==> src/rtl/can_csr_pkg.sv <==
package can_csr_pkg;
    localparam int CSR_W   = 8;
    localparam int B_RXF   = 7;
    localparam int B_RXACT = 6;
    localparam int B_SIW   = 5;
    localparam int B_SYNC  = 4;
    localparam int B_TMR   = 3;
    localparam int B_WAKE  = 2;
    localparam int B_SLP   = 1;
    localparam int B_INIT  = 0;

    typedef enum logic [1:0] {
        ST_RUN   = 2'd0,
        ST_PEND  = 2'd1,
        ST_HELD  = 2'd2,
        ST_LEAVE = 2'd3
    } init_state_t;
endpackage

==> src/rtl/can_csr_init_fsm.sv <==
module can_csr_init_fsm
    import can_csr_pkg::*;
(
    input  logic clk,
    input  logic rst_n,
    input  logic req,
    input  logic ack,
    output logic locked
);
    init_state_t state_q, state_d;

    always_ff @(posedge clk) begin
        if (!rst_n) state_q <= ST_RUN;
        else        state_q <= state_d;
    end

    always_comb begin
        state_d = state_q;
        unique case (state_q)
            ST_RUN: begin
                if (req && ack) state_d = ST_HELD;
                else if (req)   state_d = ST_PEND;
            end
            ST_PEND: begin
                if (req && ack) state_d = ST_HELD;
                else if (!req)  state_d = ST_RUN;
            end
            ST_HELD: begin
                if (!req && !ack)     state_d = ST_RUN;
                else if (!req)        state_d = ST_LEAVE;
                else if (!ack)        state_d = ST_PEND;
            end
            ST_LEAVE: begin
                if (!req && !ack)     state_d = ST_RUN;
                else if (req && ack)  state_d = ST_HELD;
                else if (req)         state_d = ST_PEND;
            end
            default: state_d = ST_RUN;
        endcase
    end

    always_comb begin
        locked = 1'b0;
        unique case (state_q)
            ST_HELD, ST_LEAVE: locked = 1'b1;
            default:           locked = 1'b0;
        endcase
    end


    held_entry_chk: assert property (@(posedge clk) disable iff (!rst_n)
        (state_q == ST_HELD) |-> $past(req && ack));


    unlock_chk: assert property (@(posedge clk) disable iff (!rst_n)
        (!req && !ack) |=> (state_q == ST_RUN) && !locked);
endmodule

==> src/rtl/can_csr_rxflag.sv <==
module can_csr_rxflag (
    input  logic clk,
    input  logic rst_n,
    input  logic frame_ok,
    input  logic loopback,
    input  logic locked,
    input  logic sw_clear,
    output logic flag
);
    logic hw_set;

    assign hw_set = frame_ok && !loopback;

    always_ff @(posedge clk) begin
        if (!rst_n)        flag <= 1'b0;
        else if (locked)   flag <= 1'b0;
        else if (hw_set)   flag <= 1'b1;
        else if (sw_clear) flag <= 1'b0;
    end


    rxf_set_chk: assert property (@(posedge clk) disable iff (!rst_n)
        (frame_ok && !loopback && !locked) |=> flag);


    rxf_sticky_chk: assert property (@(posedge clk) disable iff (!rst_n)
        (flag && !sw_clear && !locked) |=> flag);


    rxf_loop_chk: assert property (@(posedge clk) disable iff (!rst_n)
        (!flag && loopback) |=> !flag);
endmodule

==> src/rtl/can_csr_ctrl_bits.sv <==
module can_csr_ctrl_bits
    import can_csr_pkg::*;
(
    input  logic             clk,
    input  logic             rst_n,
    input  logic             wr_hit,
    input  logic [CSR_W-1:0] wdata,
    input  logic             locked,
    output logic             siw,
    output logic             tmr,
    output logic             wake,
    output logic             slp,
    output logic             ireq
);
    always_ff @(posedge clk) begin
        if (!rst_n) begin
            siw  <= 1'b0;
            tmr  <= 1'b0;
            wake <= 1'b0;
            slp  <= 1'b0;
        end else if (locked) begin
            siw  <= 1'b0;
            tmr  <= 1'b0;
        end else if (wr_hit) begin
            siw  <= wdata[B_SIW];
            tmr  <= wdata[B_TMR];
            wake <= wdata[B_WAKE];
            slp  <= wdata[B_SLP];
        end
    end

    always_ff @(posedge clk) begin
        if (!rst_n)      ireq <= 1'b0;
        else if (wr_hit) ireq <= wdata[B_INIT];
    end


    wake_frozen_chk: assert property (@(posedge clk) disable iff (!rst_n)
        locked |=> $stable(wake) && $stable(slp));


    timer_low_chk: assert property (@(posedge clk) disable iff (!rst_n)
        locked |=> !tmr && !siw);
endmodule

==> src/rtl/can_ctrl_status_reg.sv <==
module can_ctrl_status_reg
    import can_csr_pkg::*;
#(
    parameter int DATA_W = CSR_W
) (
    input  logic              clk,
    input  logic              rst_n,
    input  logic              bus_sel,
    input  logic              bus_rd,
    input  logic              bus_wr,
    input  logic [DATA_W-1:0] wr_data,
    output logic [DATA_W-1:0] rd_data,
    input  logic              rx_frame_ok,
    input  logic              eng_rx_busy,
    input  logic              eng_synced,
    input  logic              loopback,
    input  logic              init_ack,
    input  logic              wait_mode,
    output logic              bus_clk_off,
    output logic              timer_en,
    output logic              wake_en,
    output logic              sleep_req,
    output logic              init_req
);
    localparam int PAD_W = DATA_W - CSR_W;

    logic             wr_hit, rd_hit, locked;
    logic             rxf, siw, tmr, wake, slp, ireq;
    logic [CSR_W-1:0] byte_v;

    assign wr_hit = bus_sel && bus_wr;
    assign rd_hit = bus_sel && bus_rd;

    can_csr_init_fsm u_fsm (
        .clk    (clk),
        .rst_n  (rst_n),
        .req    (ireq),
        .ack    (init_ack),
        .locked (locked)
    );

    can_csr_rxflag u_rxf (
        .clk      (clk),
        .rst_n    (rst_n),
        .frame_ok (rx_frame_ok),
        .loopback (loopback),
        .locked   (locked),
        .sw_clear (wr_hit && wr_data[B_RXF]),
        .flag     (rxf)
    );

    can_csr_ctrl_bits u_ctl (
        .clk    (clk),
        .rst_n  (rst_n),
        .wr_hit (wr_hit),
        .wdata  (wr_data[CSR_W-1:0]),
        .locked (locked),
        .siw    (siw),
        .tmr    (tmr),
        .wake   (wake),
        .slp    (slp),
        .ireq   (ireq)
    );

    always_comb begin
        byte_v          = '0;
        byte_v[B_RXF]   = rxf && !locked;
        byte_v[B_RXACT] = eng_rx_busy && !loopback && !locked;
        byte_v[B_SIW]   = siw && !locked;
        byte_v[B_SYNC]  = eng_synced && !locked;
        byte_v[B_TMR]   = tmr && !locked;
        byte_v[B_WAKE]  = wake;
        byte_v[B_SLP]   = slp;
        byte_v[B_INIT]  = ireq;
    end

    generate
        if (PAD_W > 0) begin : g_pad
            assign rd_data = rd_hit ? {{PAD_W{1'b0}}, byte_v} : '0;
        end else begin : g_nopad
            assign rd_data = rd_hit ? byte_v : '0;
        end
    endgenerate

    assign bus_clk_off = siw && !locked && wait_mode;
    assign timer_en    = tmr && !locked;
    assign wake_en     = wake;
    assign sleep_req   = slp;
    assign init_req    = ireq;


    held_read_chk: assert property (@(posedge clk) disable iff (!rst_n)
        (locked && rd_hit) |-> (rd_data[7:3] == 5'd0));


    clk_off_chk: assert property (@(posedge clk) disable iff (!rst_n)
        !wait_mode |-> !bus_clk_off);


    idle_bus_chk: assert property (@(posedge clk) disable iff (!rst_n)
        !rd_hit |-> (rd_data == '0));


    loop_busy_chk: assert property (@(posedge clk) disable iff (!rst_n)
        (loopback && rd_hit) |-> !rd_data[6]);
endmodule

==> config.mk <==
export PLATFORM = sky130hd
export DESIGN_NAME = can_ctrl_status_reg
export DESIGN_NICKNAME = d
export VERILOG_FILES = /design/src/rtl/can_csr_pkg.sv /design/src/rtl/can_csr_init_fsm.sv /design/src/rtl/can_csr_rxflag.sv /design/src/rtl/can_csr_ctrl_bits.sv /design/src/rtl/can_ctrl_status_reg.sv
export SDC_FILE = /design/constraint.sdc
export NUM_CORES = 1
export LEC_CHECK = 0
export BUFFER_PORTS_ARGS = -buffer_cell sky130_fd_sc_hd__buf_2
export CAP_MARGIN = 20
export CORE_AREA = 2 2 39 41
export CTS_CLUSTER_DIAMETER = 50
export DETAILED_ROUTE_END_ITERATION = 10
export DIE_AREA = 0 0 41 43
export PLACE_DENSITY = 0.71
export SETUP_SLACK_MARGIN = 0.2
export SKIP_LAST_GASP = 1
export SYNTH_ARGS = -nofsm -noshare
export SYNTH_HDL_FRONTEND = slang
export SYNTH_HIERARCHICAL = 1
export SYNTH_SLANG_ARGS = --single-unit
==> constraint.sdc <==
create_clock -name clk -period 1.9 [get_ports clk]
set_input_delay 0.57 -clock clk [delete_from_list [all_inputs] [get_ports clk]]
set_output_delay 0.57 -clock clk [all_outputs]
set_load 0.02 [all_outputs]
### After elaboration in Yosys (flattened, before gate mapping)

Index checks and enable logic that the tools add are counted.

* logic and storage cells: 50
* output and inout bits: 13
* input bits: 19
* flip-flop bits (word level): 8
* memories kept: 0
* bits in latches: 0
* ROM bits: 0
* bits in writable memories: 0

* add/subtract/negate cells: 0
* div/mod/pow operators: 0
* muxes and demuxes: 13
* shifts and indexed selects: 0
* reduce and logical (&&, ||, !) cells: 23
* $mul: 0
* equal/unequal tests: 5
* order comparisons: 0
* bitwise gates (word level): 2

Operators with widths (count)
* $mux W2: 8
* $logic_and A1 B1 Y1: 13
* $mux W8: 1
* $pmux W2 S4: 1
* $eq A2 B2 Y1 const B: 2
* $logic_not A1 Y1: 4
* $ne A4 B4 Y1 const B: 1
* $reduce_and A2 Y1: 2
* $reduce_or A2 Y1: 2
* $mux W1: 3
* $ne A3 B3 Y1 const B: 1
* $eq A2 B1 Y1 const B: 1
* $logic_not A2 Y1: 1
* $not A1 Y1: 2
* $reduce_bool A2 Y1: 1

### Depth between registers and ports, before layout

* depth in word-level cells: 6
* mapped depth: 3
* gate-level depth less buffers: 3

### By module

Netlist, hierarchy kept.

By module, submodules not included
* can_csr_ctrl_bits: area each 198.9 sq um, times used 1, cells each 19, sequential area each 100.1 sq um
* can_ctrl_status_reg: area each 105.1 sq um, times used 1, cells each 13, sequential area each 0.0 sq um
* can_csr_rxflag: area each 47.5 sq um, times used 1, cells each 5, sequential area each 20.0 sq um
* can_csr_init_fsm: area each 33.8 sq um, times used 1, cells each 3, sequential area each 20.0 sq um

### Worst setup path after synthesis

Ideal clock, no wire load.

* kind: input to output
* start: in bus_sel
* end: out rd_data[4]
* slack: 150 ps
* arrival time: 1180 ps
* stages: 2
* path buffers: 0
* data required time: 1330 ps
* path through: nand2_2 nor3b_1

* longest elaborated chain between the ends: 2

Ends and longest elaborated chain
* start, declared: RTL line can_ctrl_status_reg.sv:8 `input logic bus_sel,`
* $logic_and A1 B1 Y1: RTL line can_ctrl_status_reg.sv:32 `assign rd_hit = bus_sel && bus_rd;`
* $mux W8: RTL line can_ctrl_status_reg.sv:81 `assign rd_data = rd_hit ? byte_v : '0;`
* end, declared: RTL line can_ctrl_status_reg.sv:12 `output logic [DATA_W-1:0] rd_data,`

Every way passes these cells.

### Final worst setup path

* start: in bus_rd
* end: out rd_data[3]

* longest elaborated chain between the ends: 2

Ends and longest elaborated chain
* start, declared: RTL line can_ctrl_status_reg.sv:9 `input logic bus_rd,`
* $logic_and A1 B1 Y1: RTL line can_ctrl_status_reg.sv:32
* $mux W8: RTL line can_ctrl_status_reg.sv:81

Every way passes these cells.

==> metrics list <==
- The average instance in the mapped netlist occupies 9.63 µm².
- Based on the critical path, the design can be clocked at up to 0.595 GHz.
* Detailed Route Iter0 Violations: 1
- Starting density of the core: 27.8%
- Cell depth of the worst min-delay path: 2
- Final setup violation count: 0
* Rows: 14
* Post-CTS Setup Bufs: 0
* Cell area power density: 601 mW/mm²
- For this run, the slowest stage of the critical path takes 0.22 ns.
* Core area: 0.00138 mm²
* Critical-path cell with the highest stage delay: sky130_fd_sc_hd__and2b_2
- In the routed design, unresolved DRC markers number 0.
- Synthesis Warnings: 6
- Overall die area: 0.00176 mm²
* Inserted Diodes: 0
- Routability cong.: 0.685
* Number of clock buffers inserted by TritonCTS: 3
- The worst pin sits at a relative slew slack of 87.4%.
- TritonCTS built the clock tree.
- The library cells used most frequently in the layout, excluding fill and tap cells, are sky130_fd_sc_hd__buf_2, sky130_fd_sc_hd__dfxtp_1, sky130_fd_sc_hd__mux2i_1.
- Sequential cells were found to cover 36.4% of the synthesized design area.
- Leading area contributor after synthesis: sky130_fd_sc_hd__dfxtp_1
- Y dimension of the die: 43 µm
* Area of the mapped netlist: 385 µm²
* IO buf count: 29
- At the worst endpoint, the required time is 1.33 ns.
- The longest clock path from root to sink contains 2 buffers.
* Via density: 4.50
- Overall global routing resource usage: 12.3%
- After clock tree synthesis, the clock-pin slew on the worst setup and hold paths is 0.05 ns.
- Cell at the root of the clock tree: sky130_fd_sc_hd__clkbuf_4
* Total power after layout: 367 µW
* FF-to-FF path depth: 2
- For this block, the via count after detailed routing is 396.
- Part of the cycle the worst path needs: 88.5%
- Cells with a size suffix above 1 make up 61.1% of the layout.
- In the final design database the tool counted 92 nets.
- Number of global-route vias before repair: 356
- CTS built an H-tree with a depth of 1.
* Layout overhead on the synthesized area: 58.4%
- Clock skew on the completed layout was measured at 0.00280 ns.
* Unique cell type count in the Yosys netlist: 17
- Tracing the worst setup path back leads to its startpoint at bus_rd.
- Count of state elements after synthesis: 7
- Final hold viol count: 0
* Die W: 41 µm
- Syn Inst Count: 40
- Dominant delay contributor by cell family on the critical path: simple AND/OR/NAND/NOR gates
* Syn_nets: 59
- Hold EP: u_ctl/wake
- Residual antenna-violating net count after detailed routing: 0
- Average wire per standard cell: 10.2 µm
- The tool flagged a number of max-cap violations equal to 0.
* Post-detail-place hpwl: 701 µm
* Startpoint-to-endpoint class of the critical path: in2out
- Critical path buffer and inverter count: 2
- The run finished with clean final reports.
- Post-Route Setup TNS: 0 ns
- In this run the most critical hold path is launched from u_ctl/wake.
* Data arrival time of the worst path: 1.11 ns
- The initial antenna violation count came to 0.
- The clock net in this run drives a total of 7 sinks.
- The layout has 157 filler cells.
- Most frequent standard cell in the layout excluding fill and tap cells: sky130_fd_sc_hd__buf_2
- Hold repair after CTS inserted 0 buffers.
* Capture instance of the worst register-to-register path: u_ctl/wake
* Crit start category: input port
- CP Max Fanout: 5
- LEAKAGE: 0.329 nW
* Worst hold-check path type: reg2reg
- Traced cell by cell, the critical path runs through buf_6 > nand2_4 > and2b_2 > buf_6.
* Total length of routed wires: 895 µm
- The first global-routing pass estimated 1.40 mm of wire.
- Latest clock arrival within the worst-skew pair: 0.25 ns
* Final critical-path required period: 1.68 ns
* Top cells by area, synth: sky130_fd_sc_hd__dfxtp_1, sky130_fd_sc_hd__mux2i_1, sky130_fd_sc_hd__and3_2
* Number of max-slew violations in the final report: 0
- Kind of end point of the critical path: output pin
- In this run the count of I/O pins placed on the die edge is 32.
- FF-to-FF Start: u_fsm/state_q[1]
- The first TritonRoute pass finished after 2 iterations.
- Setup repair after global routing could not meet its margin everywhere.
- Entering global routing, the biggest net connects 11 pins.
- Worst-case vdd ir drop: 0.000304 V
- Share of Yosys cell area claimed by the top area cell type: 36.4%
- Worst-Margin Slew: 0.188 ns
- Total gr overflow: 0
- Worst-case register-to-register setup slack: 1.14 ns
- Most numerous cell on the critical path: sky130_fd_sc_hd__buf_6
## synthesized netlist by cell type, drive strengths merged
cell type / number
nor4b: 1
and3b: 1
nand2b: 4
and2b: 1
nor3b: 3
nor2: 2
a21oi: 1
clkbuf: 1
nand2: 5
and2: 1
nor2b: 3
o211a: 1
and3: 4
mux2i: 5
dfxtp: 7
## layout make-up
| cell class | instances | area, µm² | share of cell area (%) |
|---|---|---|---|
| multi-input combinational | 32 | 251 | 41.2 |
| clock buffer | 4 | 26.3 | 4.30 |
| sequential | 7 | 144 | 23.6 |
| timing repair buffer | 29 | 169 | 27.7 |
| tap | 16 | 20.0 | 3.28 |
## power by group
part | total [mW] | internal [mW] | switching [mW] | leakage (nW)
Clock | 0.135 | 0.0801 | 0.0545 | 0.0150
Combinational | 0.0735 | 0.0384 | 0.0351 | 0.256
Sequential | 0.159 | 0.153 | 0.00571 | 0.0581
Total | 0.367 | 0.272 | 0.0952 | 0.329
## stage by stage
stage	cells	area [µm²]	util [%]	hold slack (ns)	worst slack [ns]
floorplan	40	385	-	0.449	0.150
global route	88	611	44.1	0.500	0.179
finish	88	611	44.1	0.472	0.219
detailed placement	84	547	39.5	0.468	0.124
CTS	88	603	43.6	0.475	0.211
global placement	84	547	39.5	0.453	0.132
## logic make-up after synthesis
kind of cell           synth area share (%)
DFF                                    36.4
AOI/OAI and AO/OA                      4.87
buffers and inverters                 0.973
and+or+nand+nor                        44.8
muxes                                  13.0
## how the worst max path moves through the flow
stage,to,slack (ns),depth (start not counted)
finish,rd_data[3],0.22,4
floorplan,rd_data[4],0.15,2
CTS,rd_data[6],0.21,4
global placement,rd_data[7],0.13,4
detailed placement,rd_data[7],0.12,4
global route,rd_data[5],0.18,4
## registers in the layout (all words and copies together), names as in the netlist
register / cells
u_ctl/slp: 1
u_ctl/tmr: 1
u_ctl/wake: 1
u_fsm/state_q: 1
u_ctl/siw: 1
u_rxf/flag: 1
u_ctl/ireq: 1
## worst reg2reg max path, delay by kind of cell (launching register included)
kind             cells  cell delay (ns)
DFF                  1             0.38
muxes                1             0.17
and+or+nand+nor      1             0.14
## timing repair
item	CTS	global route
pin swaps	1	0
setup endpoints to repair	6	4
cloned	0	0
gates resized for setup	9	3
## per-layer routing
| metal | part of all wire, % | wire length [µm] | global-route usage [%] | vias to the layer above |
|---|---|---|---|---|
| li1 | - | - | - | 203 |
| met4 | 1.1 | 10 | 10.0 | 0 |
| met1 | 43 | 387 | 13.6 | 168 |
| met2 | 46 | 409 | 17.5 | 23 |
| met5 | 0 | 0 | 0 | - |
| met3 | 9.7 | 87 | 4.71 | 2 |
Note: power is estimated with default switching activity, not from simulation.
